==> src/rtl/rtc_pkg.sv <==
package rtc_pkg;
  localparam int CAL_W     = 21;
  localparam int INT_W     = 16;
  localparam int FRAC_LSB  = 16;
  localparam int FRAC_W    = 4;
  localparam logic [CAL_W-1:0] CAL_RESET = 21'h198233;

  localparam logic [7:0] OFF_SET_WR = 8'h00;
  localparam logic [7:0] OFF_SET_RB = 8'h04;
  localparam logic [7:0] OFF_CAL    = 8'h08;
  localparam logic [7:0] OFF_NOW    = 8'h10;
  localparam logic [7:0] OFF_STAT   = 8'h20;
  localparam logic [7:0] OFF_CTRL   = 8'h40;
endpackage

==> src/rtl/rtc_tick_div.sv <==
module rtc_tick_div #(
  parameter int INT_W  = 16,
  parameter int FRAC_W = 4
) (
  input  logic              clk,
  input  logic              rst,
  input  logic              osc_en,
  input  logic              restart,
  input  logic [INT_W-1:0]  int_cnt,
  input  logic [FRAC_W-1:0] frac_step,
  output logic              sec_tick
);
  localparam int CNT_W = INT_W + 1;

  logic [CNT_W-1:0]  cnt_q;
  logic [CNT_W-1:0]  target;
  logic [FRAC_W-1:0] acc_q;
  logic              ext_q;
  logic [FRAC_W:0]   acc_sum;

  always_comb begin
    target  = {1'b0, int_cnt} + {{INT_W{1'b0}}, ext_q};
    acc_sum = {1'b0, acc_q} + {1'b0, frac_step};
  end

  always_ff @(posedge clk) begin
    if (rst) begin
      cnt_q    <= '0;
      acc_q    <= '0;
      ext_q    <= 1'b0;
      sec_tick <= 1'b0;
    end else begin
      sec_tick <= 1'b0;
      if (restart) begin
        cnt_q <= '0;
        acc_q <= '0;
        ext_q <= 1'b0;
      end else if (osc_en) begin
        if (cnt_q == target) begin
          cnt_q    <= '0;
          sec_tick <= 1'b1;
          acc_q    <= acc_sum[FRAC_W-1:0];
          ext_q    <= acc_sum[FRAC_W];
        end else begin
          cnt_q <= cnt_q + 1'b1;
        end
      end
    end
  end

  // a restart never leaves a boundary pulse behind it
  a_r5_restart_quiet: assert property (@(posedge clk) disable iff (rst)
    restart |=> !sec_tick);
  // a boundary only follows a counted oscillator enable
  a_r3_tick_needs_enable: assert property (@(posedge clk) disable iff (rst)
    !osc_en |=> !sec_tick);
endmodule

==> src/rtl/rtc_time_keeper.sv <==
module rtc_time_keeper #(
  parameter int TIME_W = 32
) (
  input  logic              clk,
  input  logic              rst,
  input  logic              sec_tick,
  input  logic              set_wr,
  input  logic [TIME_W-1:0] set_val,
  input  logic              flag_clr,
  output logic [TIME_W-1:0] now_time,
  output logic [TIME_W-1:0] set_shadow,
  output logic              sec_flag
);
  logic pend_q;

  always_ff @(posedge clk) begin
    if (rst) begin
      now_time   <= '0;
      set_shadow <= '0;
      pend_q     <= 1'b0;
      sec_flag   <= 1'b0;
    end else begin
      if (sec_tick) begin
        if (pend_q) begin
          now_time <= set_shadow;
          pend_q   <= 1'b0;
        end else begin
          now_time <= now_time + 1'b1;
        end
      end
      if (set_wr) begin
        set_shadow <= set_val;
        pend_q     <= 1'b1;
      end
      if (sec_tick)
        sec_flag <= 1'b1;
      else if (flag_clr)
        sec_flag <= 1'b0;
    end
  end

  // time moves only on a boundary
  a_r7_hold_between_ticks: assert property (@(posedge clk) disable iff (rst)
    !sec_tick |=> $stable(now_time));
  // free-running boundary adds exactly one
  a_r3_increment: assert property (@(posedge clk) disable iff (rst)
    (sec_tick && !pend_q) |=> (now_time == $past(now_time) + 1'b1));
  // every boundary raises the flag
  a_r8_flag_on_tick: assert property (@(posedge clk) disable iff (rst)
    sec_tick |=> sec_flag);
endmodule

==> src/rtl/rtc_seconds_core.sv <==
module rtc_seconds_core #(
  parameter int ADDR_W = 8,
  parameter int DATA_W = 32
) (
  input  logic              clk,
  input  logic              rst,
  input  logic              osc_en,
  input  logic [ADDR_W-1:0] bus_addr,
  input  logic              bus_wr,
  input  logic [DATA_W-1:0] bus_wdata,
  input  logic              bus_rd,
  output logic [DATA_W-1:0] bus_rdata
);
  import rtc_pkg::*;

  localparam logic [ADDR_W-1:0] A_SET_WR = ADDR_W'(OFF_SET_WR);
  localparam logic [ADDR_W-1:0] A_SET_RB = ADDR_W'(OFF_SET_RB);
  localparam logic [ADDR_W-1:0] A_CAL    = ADDR_W'(OFF_CAL);
  localparam logic [ADDR_W-1:0] A_NOW    = ADDR_W'(OFF_NOW);
  localparam logic [ADDR_W-1:0] A_STAT   = ADDR_W'(OFF_STAT);
  localparam logic [ADDR_W-1:0] A_CTRL   = ADDR_W'(OFF_CTRL);

  logic [CAL_W-1:0]  cal_q;
  logic              bat_q;
  logic              wr_cal, wr_set, wr_stat, wr_ctrl;
  logic              sec_tick, sec_flag;
  logic [DATA_W-1:0] now_time, set_shadow, rd_val;
  logic              rd_mapped;

  always_comb begin
    wr_cal  = bus_wr && (bus_addr == A_CAL);
    wr_set  = bus_wr && (bus_addr == A_SET_WR);
    wr_stat = bus_wr && (bus_addr == A_STAT);
    wr_ctrl = bus_wr && (bus_addr == A_CTRL);
  end

  always_ff @(posedge clk) begin
    if (rst) begin
      cal_q <= CAL_RESET;
      bat_q <= 1'b0;
    end else begin
      if (wr_cal)  cal_q <= bus_wdata[CAL_W-1:0];
      if (wr_ctrl) bat_q <= bus_wdata[DATA_W-1];
    end
  end

  rtc_tick_div #(.INT_W(INT_W), .FRAC_W(FRAC_W)) u_div (
    .clk       (clk),
    .rst       (rst),
    .osc_en    (osc_en),
    .restart   (wr_cal),
    .int_cnt   (cal_q[INT_W-1:0]),
    .frac_step (cal_q[FRAC_LSB +: FRAC_W]),
    .sec_tick  (sec_tick)
  );

  rtc_time_keeper #(.TIME_W(DATA_W)) u_keep (
    .clk        (clk),
    .rst        (rst),
    .sec_tick   (sec_tick),
    .set_wr     (wr_set),
    .set_val    (bus_wdata),
    .flag_clr   (wr_stat && bus_wdata[0]),
    .now_time   (now_time),
    .set_shadow (set_shadow),
    .sec_flag   (sec_flag)
  );

  always_comb begin
    rd_val    = '0;
    rd_mapped = 1'b1;
    case (bus_addr)
      A_SET_RB: rd_val = set_shadow;
      A_NOW:    rd_val = now_time;
      A_STAT:   rd_val = {{(DATA_W-1){1'b0}}, sec_flag};
      A_CTRL:   rd_val = {bat_q, {(DATA_W-1){1'b0}}};
      default:  rd_mapped = 1'b0;
    endcase
  end

  always_ff @(posedge clk) begin
    if (rst)
      bus_rdata <= '0;
    else if (bus_rd)
      bus_rdata <= rd_val;
  end

  // write-only and unmapped offsets read as zero
  a_r2_unmapped_zero: assert property (@(posedge clk) disable iff (rst)
    (bus_rd && !rd_mapped) |=> (bus_rdata == '0));
  // control readback carries only the top bit
  a_r9_ctrl_shape: assert property (@(posedge clk) disable iff (rst)
    (bus_rd && bus_addr == A_CTRL) |=> (bus_rdata[DATA_W-2:0] == '0));
endmodule

==> config.mk <==
export PLATFORM = sky130hd
export DESIGN_NAME = rtc_seconds_core
export DESIGN_NICKNAME = d
export VERILOG_FILES = /design/src/rtl/rtc_pkg.sv /design/src/rtl/rtc_tick_div.sv /design/src/rtl/rtc_time_keeper.sv /design/src/rtl/rtc_seconds_core.sv
export SDC_FILE = /design/constraint.sdc
export NUM_CORES = 1
export LEC_CHECK = 0
export ABC_AREA = 1
export BUFFER_PORTS_ARGS = -buffer_cell sky130_fd_sc_hd__buf_2
export CAP_MARGIN = 10
export CORE_MARGIN = 10
export CORE_UTILIZATION = 59
export DETAILED_ROUTE_END_ITERATION = 7
export PLACE_DENSITY = 0.89
export REMOVE_ABC_BUFFERS = 1
export SYNTH_ARGS = -nofsm -noshare
export SYNTH_HDL_FRONTEND = slang
export SYNTH_SLANG_ARGS = --single-unit
==> constraint.sdc <==
create_clock -name clk -period 2.35 [get_ports clk]
set_input_delay 0.5875 -clock clk [delete_from_list [all_inputs] [get_ports clk]]
set_output_delay 0.5875 -clock clk [all_outputs]
set_load 0.01 [all_outputs]
==> reports/metrics.csv, run 1 <==
stage,metric,value,unit
layout,stdcell_count,1349,
cts,clock-sinks,142,
route,wl,20800,um
pwr,leakage,3.51,nW
timing,timing.fmax,464,MHz
pwr,power.total,5.79,mW
yosys,synth_top_cells_by_count,"263 x nand2_1, 142 x dfxtp_1, 124 x a21oi_1",
critical_path,critical_path.max_fanout,12,
place,hpwlAfterDp,14600,um
status,status,"finished, final reports clean",
yosys,syn_inst,1092,
timing,whs,0.410,ns
timing,fin_skew,0.00898,ns
timing,rsz0062_at_grt,false,
cts,cts_hold_buf,0,
pwr,peakVddDrop,0.000486,V
timing,max_slew_margin,0.277,
pwr,power_frac_seq,0.418,
die,die_x,133,um
global_routing,grt_max_degree,73,
timing,finalCriticalPeriod,2.16,ns
layout,nNetsFinal,1218,
critical_path,path_buf_inv,2,
critical_path,critPathTopFamily,simple AND/OR/NAND/NOR gates,
yosys,synth_top_area_share,0.378,
cts,clockRootBuffer,clkbuf_16,
pwr,power_switching,1.16,mW
route,antenna_left,0,
global_routing,grt_pass1_wl,34100,um
place,io_buffers,76,
global_routing,overflow,0,
yosys,synth_cell_types,45,
die,num_io_pins,77,
layout,diodes,0,
die,initial_core_util,0.599,
yosys,synth.most_common_cell,nand2_1,
cts,htree_levels,4,
cts,tritoncts,yes,
critical_path,cp.required,2.67,ns
global_routing,antenna_found_initial,0,
timing,drv_slew,0,
flow_run,maxCapViolCount,0,
place,dp_cells,1309,
place,placed_area,8070,um2
pwr,p_int,4.63,mW
pwr,switching_share,0.200,
yosys,yosysSeqAreaShare,0.378,
timing,worst_slew_pin_slew,1.08,ns
yosys,synth_warnings,0,
timing,fin_setup_tns,0,ns
yosys,netlist_top_cells_area,"dfxtp_1 38%, nand2_1 13%, a21oi_1 8.2%",
layout,drive_above_1_share,0.154,
critical_path,cp_slowest_stage_delay,0.36,ns
yosys,netlist_area,7530,um2
critical_path,startpoint_type,register,
die,rows,41,
critical_path,slowest_stage,dfxtp_1,
cts,clk_pin_slew,0.06,ns
cts,insertion_delay,0.43,ns
route,drc,0,
route,first_pass_iters,5,
route,wl_per_cell,15.4,um
worst_hold_path,hold_class,in2reg,
timing,setup_viol,0,
route,via_per_inst,5.54,
pwr,p_clk_frac,0.549,
cts,clock_path_buffers,2,
yosys,syn_avg_cell_area,6.89,um2
yosys,synth_top_cell_by_area,dfxtp_1,
die,coreArea,12600,um2
global_routing,gr-usage-all-layers,0.230,
layout,fin_area,8890,um2
critical_path,worstPathArrival,2.48,ns
layout,syn2layout_area_growth,18.1,%
critical_path,cp-end-kind,register,
pwr,p_comb_frac,0.033,
place,routabilityCongestion,0.968,
critical_path,path_class,reg2reg,
die,die_height,133,um
global_routing,grt_pass1_vias,7244,
route,dr.first_iter.drc_count,671,
yosys,synth_seq_cells,142,
layout,nFillCells,1048,
timing,hold_violations,0,
critical_path,path_cells,ha_4 > ha_4 > nand2_2 > nor2_4 > nand2_4 > o21ai_2 > nand2_1 > nand2_1 > nand2_1 > inv_2 > nand2_2 > nor2_4 > nand3_4 > nand2_8 > buf_4 > nor2_4,
die,dieArea,17700,um2
route,vias,7480,
yosys,synth_edf_count,0,
yosys,ys.flop_type,dfxtp_1,
pwr,pwr_density_cell,652,nW/um2
cts,numCtsBuffers,17,
yosys,synth-async-reset-ratio,0,
timing,period_share,0.918,
==> power by group through the flow <==
| stage | Combinational [mW] | Clock, mW | Sequential [mW] |
|---|---|---|---|
| 2_1_floorplan | 0.0669 | 0 | 2.47 |
| 3_3_place_gp | 0.171 | 0 | 2.47 |
| 3_5_place_dp | 0.175 | 0 | 2.47 |
| 4_1_cts | 0.177 | 3.20 | 2.42 |
| 5_1_grt | 0.212 | 3.32 | 2.42 |
| 6_report | 0.194 | 3.18 | 2.42 |
==> stage by stage <==
stage                     utilization  setup WS [ns]
final                           0.707          0.193
after global routing            0.707         0.0114
after CTS                       0.698         0.0365
after detailed placement        0.642         0.0337
after global placement          0.642          0.117
after floorplan                     -         0.0204
==> timing repair <==
action,CTS,global route
gates resized for setup,0,9
setup buffers,0,8
endpoints found under the setup margin,0,23
endpoints found under the hold margin,0,0
==> cells in the final DEF (no fill, tap or decap), types with 25 or more instances in the layout <==
| master | instances |
|---|---|
| o21ai_0 | 76 |
| nand3_1 | 62 |
| xor2_1 | 25 |
| nor2_1 | 74 |
| nand2_1 | 263 |
| inv_1 | 116 |
| dfxtp_1 | 141 |
| buf_2 | 76 |
| buf_4 | 26 |
| a21oi_1 | 124 |
==> state kept, by name (all words and copies together) (netlist names), 4 cells and up <==
register and count:
u_keep.set_shadow 32, bus_rdata 32, u_keep.now_time 32, u_div.cnt_q 17, u_div.acc_q 4, cal_q 20
==> path summary, 6_finish.rpt <==
path                        startpoint                      endpoint  slack (ns)  cells after the start
max              cal_q[0]$_SDFFE_PP1P_  u_div.cnt_q[12]$_SDFFE_PP0P_        0.19                     16
min                      bus_wdata[16]        cal_q[16]$_SDFFE_PP1P_        0.41                      3
max reg2reg      cal_q[0]$_SDFFE_PP1P_  u_div.cnt_q[12]$_SDFFE_PP0P_        0.19                     16
min reg2reg  bus_rdata[5]$_SDFFE_PP0P_     bus_rdata[5]$_SDFFE_PP0P_        0.46                      2
==> worst reg2reg max path, stage by stage, from the launching register on <==
cell and delay, ns:
dfxtp_1 0.36, ha_4 0.16, ha_4 0.14, nand2_2 0.08
nor2_4 0.23, nand2_4 0.10, o21ai_2 0.16, nand2_1 0.06
nand2_1 0.05, nand2_1 0.07, inv_2 0.05, nand2_2 0.05
nor2_4 0.11, nand3_4 0.11, nand2_8 0.13, buf_4 0.16
nor2_4 0.03
==> routing by layer <==
| metal | GRT usage | vias to the layer above | wire length [um] |
|---|---|---|---|
| met5 | 0 | - | 0 |
| met4 | 0.0984 | 0 | 584 |
| met3 | 0.0594 | 61 | 1350 |
| met2 | 0.391 | 251 | 10400 |
| met1 | 0.268 | 3439 | 8440 |
| li1 | - | 3729 | - |
==> cell type report <==
type	instances	area, um2	area share
clock inverter	10	233	0.0262
multi-input combinational	777	4060	0.457
timing repair buffer	104	616	0.0693
sequential	142	2840	0.320
inverter	122	458	0.0515
clock buffer	22	464	0.0522
tap	172	215	0.0242
==> cell families after synthesis <==
logic type               after synthesis  synth area share
adder cells (fa/ha/maj)                9            0.0160
AO/OA/AOI/OAI                        252             0.183
flip-flops                           142             0.378
buffers and inverters                173            0.0891
AND/OR/NAND/NOR                      483             0.295
XOR/XNOR                              33            0.0394
Note: power is estimated with default switching activity, not from simulation.
==> run 2, diff against run 1 <==
==> constraint.sdc (replaced) <==
create_clock -name clk -period 2.35 [get_ports clk]
set_input_delay 0.3525 -clock clk [delete_from_list [all_inputs] [get_ports clk]]
set_output_delay 0.3525 -clock clk [all_outputs]
set_load 0.01 [all_outputs]
==> run 2 against run 1 <==
Sequential power barely moved; critical path depth fell by 2; routed wire length rose by 2.3%; final cell count fell by 0.15%; clock skew rose by 0.0024 ns; sequential cell count did not move; non-clock buffer count fell by 2; combinational power rose by 2%; first-iteration DRC count rose by 26%; critical endpoint unchanged.
==> reports/metrics.csv, run 2 (synthesized netlist as in run 1, its figures left out) <==
stage,metric,value,unit,change
cts,cts_hold_buf,0,,unchanged
cts,clock-sinks,142,,unchanged
cts,clockRootBuffer,clkbuf_16,,unchanged
timing,period_share,0.944,,was 0.918
cts,htree_levels,4,,unchanged
place,routabilityCongestion,0.942,,was 0.968
pwr,peakVddDrop,0.000471,V,was 0.000486 V
layout,syn2layout_area_growth,16.5,%,was 18.1%
critical_path,critPathTopFamily,simple AND/OR/NAND/NOR gates,,unchanged
critical_path,path_cells,ha_4 > ha_4 > nand2_2 > nor2_4 > buf_4 > xor2_1 > nand2_1 > inv_1 > nand3_2 > nor2_4 > nand3_4 > nand2_4 > clkbuf_16 > nor2_4,,was ha_4 > ha_4 > nand2_2 > nor2_4 > nand2_4 > o21ai_2 > nand2_1 > nand2_1 > nand2_1 > inv_2 > nand2_2 > nor2_4 > nand3_4 > nand2_8 > buf_4 > nor2_4
layout,diodes,0,,unchanged
layout,nNetsFinal,1216,,was 1218
layout,fin_util,0.698,,was 0.707
critical_path,path_class,reg2reg,,unchanged
die,die_height,133,um,unchanged
timing,drv_slew,0,,unchanged
timing,max_slew_margin,0.427,,was 0.277
status,status,"finished, final reports clean",,unchanged
pwr,pwr_density_cell,609,nW/um2,was 652 nW/um2
die,initial_core_util,0.599,,unchanged
critical_path,slowest_stage,dfxtp_1,,unchanged
critical_path,crit_top_cell,nor2_4,,
critical_path,rrSetupSlack,0.13,ns,was 0.19 ns
layout,drive_above_1_share,0.153,,was 0.154
die,die_x,133,um,unchanged
critical_path,cp_slowest_stage_delay,0.38,ns,was 0.36 ns
critical_path,path_buf_inv,3,,was 2
layout,fin_area,8770,um2,was 8890 um2
cts,insertion_delay,0.43,ns,about the same
route,wl_per_cell,15.8,um,was 15.4 um
critical_path,cp.required,2.67,ns,about the same
die,rows,41,,unchanged
global_routing,grt_max_degree,48,,was 73
timing,rsz0062_at_grt,false,,unchanged
layout,mostFrequentLayoutCells,"262 x nand2_1, 141 x dfxtp_1, 124 x a21oi_1",,"was 263 x nand2_1, 141 x dfxtp_1, 124 x a21oi_1"
die,dieArea,17700,um2,unchanged
timing,fin_setup_tns,0,ns,unchanged
place,io_buffers,76,,unchanged
die,coreArea,12600,um2,unchanged
global_routing,grt_pass1_vias,7437,,was 7244
global_routing,overflow,0,,unchanged
pwr,power.total,5.34,mW,was 5.79 mW
place,placed_area,8100,um2,was 8070 um2
route,wl,21300,um,was 20800 um
layout,top_regs,"bus_rdata (32), u_keep.now_time (32), u_keep.set_shadow (32)",,unchanged
flow_run,maxCapViolCount,0,,unchanged
layout,layout_commonest_cell,nand2_1,,unchanged
route,via_per_inst,5.60,,was 5.54
timing,worst_slew_pin_slew,0.857,ns,was 1.08 ns
route,antenna_left,0,,unchanged
cts,clock_path_buffers,2,,unchanged
timing,finalCriticalPeriod,2.22,ns,was 2.16 ns
critical_path,critical_path.max_fanout,8,,was 12
cts,numCtsBuffers,17,,unchanged
global_routing,antenna_found_initial,0,,unchanged
critical_path,worstPathArrival,2.53,ns,was 2.48 ns
critical_path,cp-end-kind,register,,unchanged
route,drc,0,,unchanged
timing,fin_skew,0.0114,ns,was 0.00898 ns
timing,timing.fmax,451,MHz,was 464 MHz
timing,setup_viol,0,,unchanged
global_routing,grt_pass1_wl,35000,um,was 34100 um
timing,hold_violations,0,,unchanged
worst_hold_path,hold_class,in2reg,,unchanged
die,num_io_pins,77,,unchanged
route,vias,7543,,was 7480
place,hpwlAfterDp,14900,um,was 14600 um
cts,tritoncts,yes,,unchanged
pwr,leakage,3.46,nW,was 3.51 nW
route,first_pass_iters,5,,unchanged
global_routing,gr-usage-all-layers,0.236,,was 0.230
critical_path,startpoint_type,register,,unchanged
route,dr.first_iter.drc_count,844,,was 671
cts,clk_pin_slew,0.06,ns,about the same
[run 2: repair_timing]
| item | in CTS | in global routing |
|---|---|---|
| buffers inserted | 0 | 2 |
| setup endpoints to repair | 0 | 26 |
| gates resized for setup | 0 | 8 |
[run 2: per-stage QoR]
| stage | worst slack (ns) | cells | hold slack, ns |
|---|---|---|---|
| 4_1_cts | 0.0557 | 1344 | 0.163 |
| 3_3_place_gp | 0.142 | 1312 | 0.449 |
| 3_5_place_dp | 0.0901 | 1312 | 0.452 |
| 2_1_floorplan | 0.0204 | 1041 | 0.422 |
| 5_1_grt | 0.0141 | 1347 | 0.169 |
| 6_report | 0.133 | 1347 | 0.169 |
[run 2: tightest hold or removal path: stages]
cell     delay [ns]
buf_2          0.10
nand2_1        0.05
nand3_1        0.07
[run 2: layout make-up]
class / count / area (um2)
multi-input combinational: 777 / 4050
fill: 1046 / 3800
sequential: 142 / 2840
timing repair buffer: 102 / 606
clock buffer: 24 / 492
inverter: 122 / 458
tap: 172 / 215
clock inverter: 8 / 105
[run 2: report_power, final]
group | leakage (nW) | switching (mW) | internal (mW)
Combinational | 2.02 | 0.132 | 0.0654
Sequential | 1.14 | 0.00494 | 2.41
Clock | 0.295 | 1.04 | 1.68
[run 2: worst paths after layout]
kind,cells after the start,startpoint,to
hold reg to reg,2,bus_rdata[19]$_SDFFE_PP0P_,bus_rdata[19]$_SDFFE_PP0P_
setup reg to reg,14,cal_q[0]$_SDFFE_PP1P_,u_div.cnt_q[12]$_SDFFE_PP0P_
hold / removal,3,bus_wdata[4],cal_q[4]$_SDFFE_PP1P_
setup / recovery,14,cal_q[0]$_SDFFE_PP1P_,u_div.cnt_q[12]$_SDFFE_PP0P_
[run 2: per-layer routing]
layer,vias up,track usage,share of wire
li1,3733,-,-
met3,45,0.0568,0.061
met4,0,0.0801,0.019
met5,-,0,0
met1,3491,0.274,0.42
met2,274,0.415,0.50
==> run 3, diff against run 2 <==
--- a/config.mk
+++ b/config.mk
@@ -7,11 +7,10 @@
 export LEC_CHECK = 0
 export ABC_AREA = 1
 export BUFFER_PORTS_ARGS = -buffer_cell sky130_fd_sc_hd__buf_2
-export CAP_MARGIN = 10
 export CORE_MARGIN = 10
-export CORE_UTILIZATION = 59
+export CORE_UTILIZATION = 50
 export DETAILED_ROUTE_END_ITERATION = 7
-export PLACE_DENSITY = 0.89
+export PLACE_DENSITY = 0.81
 export REMOVE_ABC_BUFFERS = 1
 export SYNTH_ARGS = -nofsm -noshare
 export SYNTH_HDL_FRONTEND = slang
==> constraint.sdc (replaced) <==
create_clock -name clk -period 1.9 [get_ports clk]
set_input_delay 0.285 -clock clk [delete_from_list [all_inputs] [get_ports clk]]
set_output_delay 0.285 -clock clk [all_outputs]
set_load 0.01 [all_outputs]
==> run 3 against run 2 <==
Sequential power is 24% higher; hold slack lost 0.079 ns; the run now ends with negative setup slack left; highest routed layer unchanged; sequential cell count stayed put.
==> reports/metrics.csv, run 3 (synthesized netlist as in run 1, its figures left out) <==
stage,metric,value,unit,change
layout,top_regs,"bus_rdata (32), u_keep.now_time (32), u_keep.set_shadow (32)",,unchanged
timing,timing.fmax,474,MHz,was 451 MHz
cts,clock-sinks,142,,unchanged
die,die_x,143,um,was 133 um
place,placed_area,8460,um2,was 8100 um2
critical_path,slowest_stage,dfxtp_2,,was dfxtp_1
route,vias,7708,,was 7543
critical_path,cp.required,2.21,ns,was 2.67 ns
timing,max_slew_margin,0.384,,was 0.427
critical_path,rrSetupSlack,-0.21,ns,was 0.13 ns
critical_path,timing.rr.end,u_div.cnt_q[9]$_SDFFE_PP0P_,,was u_div.cnt_q[12]$_SDFFE_PP0P_
place,io_buffers,76,,unchanged
timing,finalCriticalPeriod,2.11,ns,was 2.22 ns
flow_run,maxCapViolCount,0,,unchanged
layout,diodes,0,,unchanged
global_routing,grtUsageMet1,0.249,,was 0.274
timing,worst_slack,-0.209,ns,was 0.133 ns
route,via_per_inst,5.49,,was 5.60
critical_path,crit_start,u_div.ext_q$_SDFFE_PP0P_,,was cal_q[0]$_SDFFE_PP1P_
worst_hold_path,min_from,bus_wdata[19],,was bus_wdata[4]
critical_path,startpoint_type,register,,unchanged
critical_path,critical_path.max_fanout,8,,unchanged
layout,syn2layout_area_growth,25.0,%,was 16.5%
route,wl_per_cell,15.6,um,was 15.8 um
layout,fin_area,9410,um2,was 8770 um2
route,first_pass_iters,6,,was 5
pwr,peakVddDrop,0.000628,V,was 0.000471 V
place,hpwlAfterDp,15100,um,was 14900 um
pwr,leakage,3.76,nW,was 3.46 nW
worst_hold_path,worstHoldPathCells,3,,unchanged
global_routing,grt_max_degree,73,,was 48
worst_hold_path,hold_class,in2reg,,unchanged
global_routing,globalRoute.busiestLayer,met2,,unchanged
timing,period_share,1.11,,was 0.944
layout,drive_above_1_share,0.221,,was 0.153
cts,clk_pin_slew,0.06,ns,about the same
layout,mostFrequentLayoutCells,"256 x nand2_1, 137 x dfxtp_1, 122 x a21oi_1",,"was 262 x nand2_1, 141 x dfxtp_1, 124 x a21oi_1"
critical_path,path_buf_inv,2,,was 3
critical_path,path_class,reg2reg,,unchanged
cts,clock_path_buffers,2,,unchanged
die,initial_core_util,0.514,,was 0.599
global_routing,grt_pass1_wl,35800,um,was 35000 um
status,violations,negative setup slack,,
global_routing,grt_pass1_vias,7527,,was 7437
cts,numCtsBuffers,17,,unchanged
cts,insertion_delay,0.43,ns,about the same
route,dr.first_iter.drc_count,540,,was 844
critical_path,path_cells,ha_4 > buf_4 > nand2_2 > nor2_8 > nand2_1 > nand2_2 > nor2_1 > nor2_2 > nand2_1 > nor2_2 > nand2_2 > nor2_4 > nand3_4 > nand2_4 > buf_12 > nor2_4,,was ha_4 > ha_4 > nand2_2 > nor2_4 > buf_4 > xor2_1 > nand2_1 > inv_1 > nand3_2 > nor2_4 > nand3_4 > nand2_4 > clkbuf_16 > nor2_4
global_routing,met3_usage,0.0511,,was 0.0568
cts,clockRootBuffer,clkbuf_16,,unchanged
layout,nNetsFinal,1260,,was 1216
timing,worst_slew_pin_slew,0.920,ns,was 0.857 ns
timing,hold_violations,0,,unchanged
die,die_height,143,um,was 133 um
pwr,power.total,6.80,mW,was 5.34 mW
cts,cts_hold_buf,0,,unchanged
critical_path,cp_slowest_stage_delay,0.35,ns,was 0.38 ns
critical_path,cp-end-kind,register,,unchanged
status,status,finished with violations,,"was finished, final reports clean"
place,pre_cts_ws,-0.299,ns,was 0.0901 ns
global_routing,grt_util_met2,0.370,,was 0.415
die,rows,44,,was 41
route,wl,21800,um,was 21300 um
cts,tritoncts,yes,,unchanged
die,num_io_pins,77,,unchanged
worst_hold_path,worstHoldEndpoint,cal_q[19]$_SDFFE_PP1P_,,was cal_q[4]$_SDFFE_PP1P_
timing,setup_viol,24,,was 0
critical_path,critPathTopFamily,simple AND/OR/NAND/NOR gates,,unchanged
global_routing,gr-usage-all-layers,0.214,,was 0.236
timing,fin_skew,0.00972,ns,was 0.0114 ns
timing,rsz0062_at_grt,true,,was false
die,coreArea,14600,um2,was 12600 um2
critical_path,worstPathArrival,2.42,ns,was 2.53 ns
route,antenna_left,0,,unchanged
global_routing,overflow,0,,unchanged
global_routing,antenna_found_initial,0,,unchanged
critical_path,crit_top_cell,nand2_2,,was nor2_4
route,drc,0,,unchanged
die,dieArea,20400,um2,was 17700 um2
layout,layout_commonest_cell,nand2_1,,unchanged
place,routabilityCongestion,0.940,,was 0.942
timing,drv_slew,0,,unchanged
critical_path,reg2reg_depth,16,,was 14
critical_path,r2r-start,u_div.ext_q$_SDFFE_PP0P_,,was cal_q[0]$_SDFFE_PP1P_
pwr,pwr_density_cell,722,nW/um2,was 609 nW/um2
cts,htree_levels,4,,unchanged
[run 3: cell types whose count changed in the layout (fill, tap and decap cells not counted), moves of 6 or more]
cell / before / now
buf_4: 24 / 62
nor2_4: 16 / 23
nor2_1: 74 / 58
nor3_1: 21 / 15
nand2_1: 262 / 256
nor2_2: 5 / 14
[run 3: worst register-to-register path: stages (launching register included)]
cell     delay, ns
dfxtp_2       0.35
ha_4          0.14
buf_4         0.11
nand2_2       0.08
nor2_8        0.17
nand2_1       0.08
nand2_2       0.08
nor2_1        0.05
nor2_2        0.12
nand2_1       0.08
nor2_2        0.11
nand2_2       0.08
nor2_4        0.14
nand3_4       0.09
nand2_4       0.11
buf_12        0.16
nor2_4        0.04
[run 3: metrics by stage]
step	TNS (ns)	std cells	hold slack, ns	util
3_3_place_gp	-5.78	1364	0.448	0.578
3_5_place_dp	-6.84	1364	0.454	0.578
2_1_floorplan	-7.55	1041	0.354	-
6_report	-4.31	1403	0.0902	0.643
5_1_grt	-8.01	1403	0.0998	0.643
4_1_cts	-4.46	1400	0.0856	0.628
[run 3: worst max-delay path by stage]
stage | endpoint | slack, ns | depth (start not counted)
finish | u_div.cnt_q[9]$_SDFFE_PP0P_ | -0.21 | 16
global route | u_div.ext_q$_SDFFE_PP0P_ | -0.37 | 16
CTS | u_div.cnt_q[3]$_SDFFE_PP0P_ | -0.22 | 16
detailed placement | u_div.cnt_q[3]$_SDFFE_PP0P_ | -0.30 | 16
global placement | u_div.cnt_q[4]$_SDFFE_PP0P_ | -0.25 | 16
floorplan | u_keep.now_time[7]$_SDFFE_PP0P_ | -0.43 | 4
[run 3: what timing repair did]
item	CTS	global route
endpoints found under the setup margin	36	42
pin swaps	13	17
setup buffers	4	3
resized for setup	17	55
[run 3: layout make-up]
type	instances	area, um2
Fill cell	1281	5230
Clock buffer	23	508
Clock inverter	9	129
Sequential cell	142	2850
Timing Repair Buffer	146	980
Inverter	122	458
Multi-Input combinational cell	777	4260
Tap cell	184	230
[run 3: power by group]
| part | total [mW] | internal, mW | leakage (nW) | switching [mW] |
|---|---|---|---|---|
| Sequential | 2.99 | 2.98 | 1.15 | 0.00969 |
| Combinational | 0.246 | 0.0835 | 2.30 | 0.163 |
| Clock | 3.56 | 2.27 | 0.312 | 1.29 |
| Total | 6.80 | 5.34 | 3.76 | 1.46 |
[run 3: metal layers]
layer / share of wire / wire (um)
met3: 0.059 / 1290
met2: 0.50 / 11000
met1: 0.42 / 9070
met4: 0.021 / 456
met5: 0 / 0
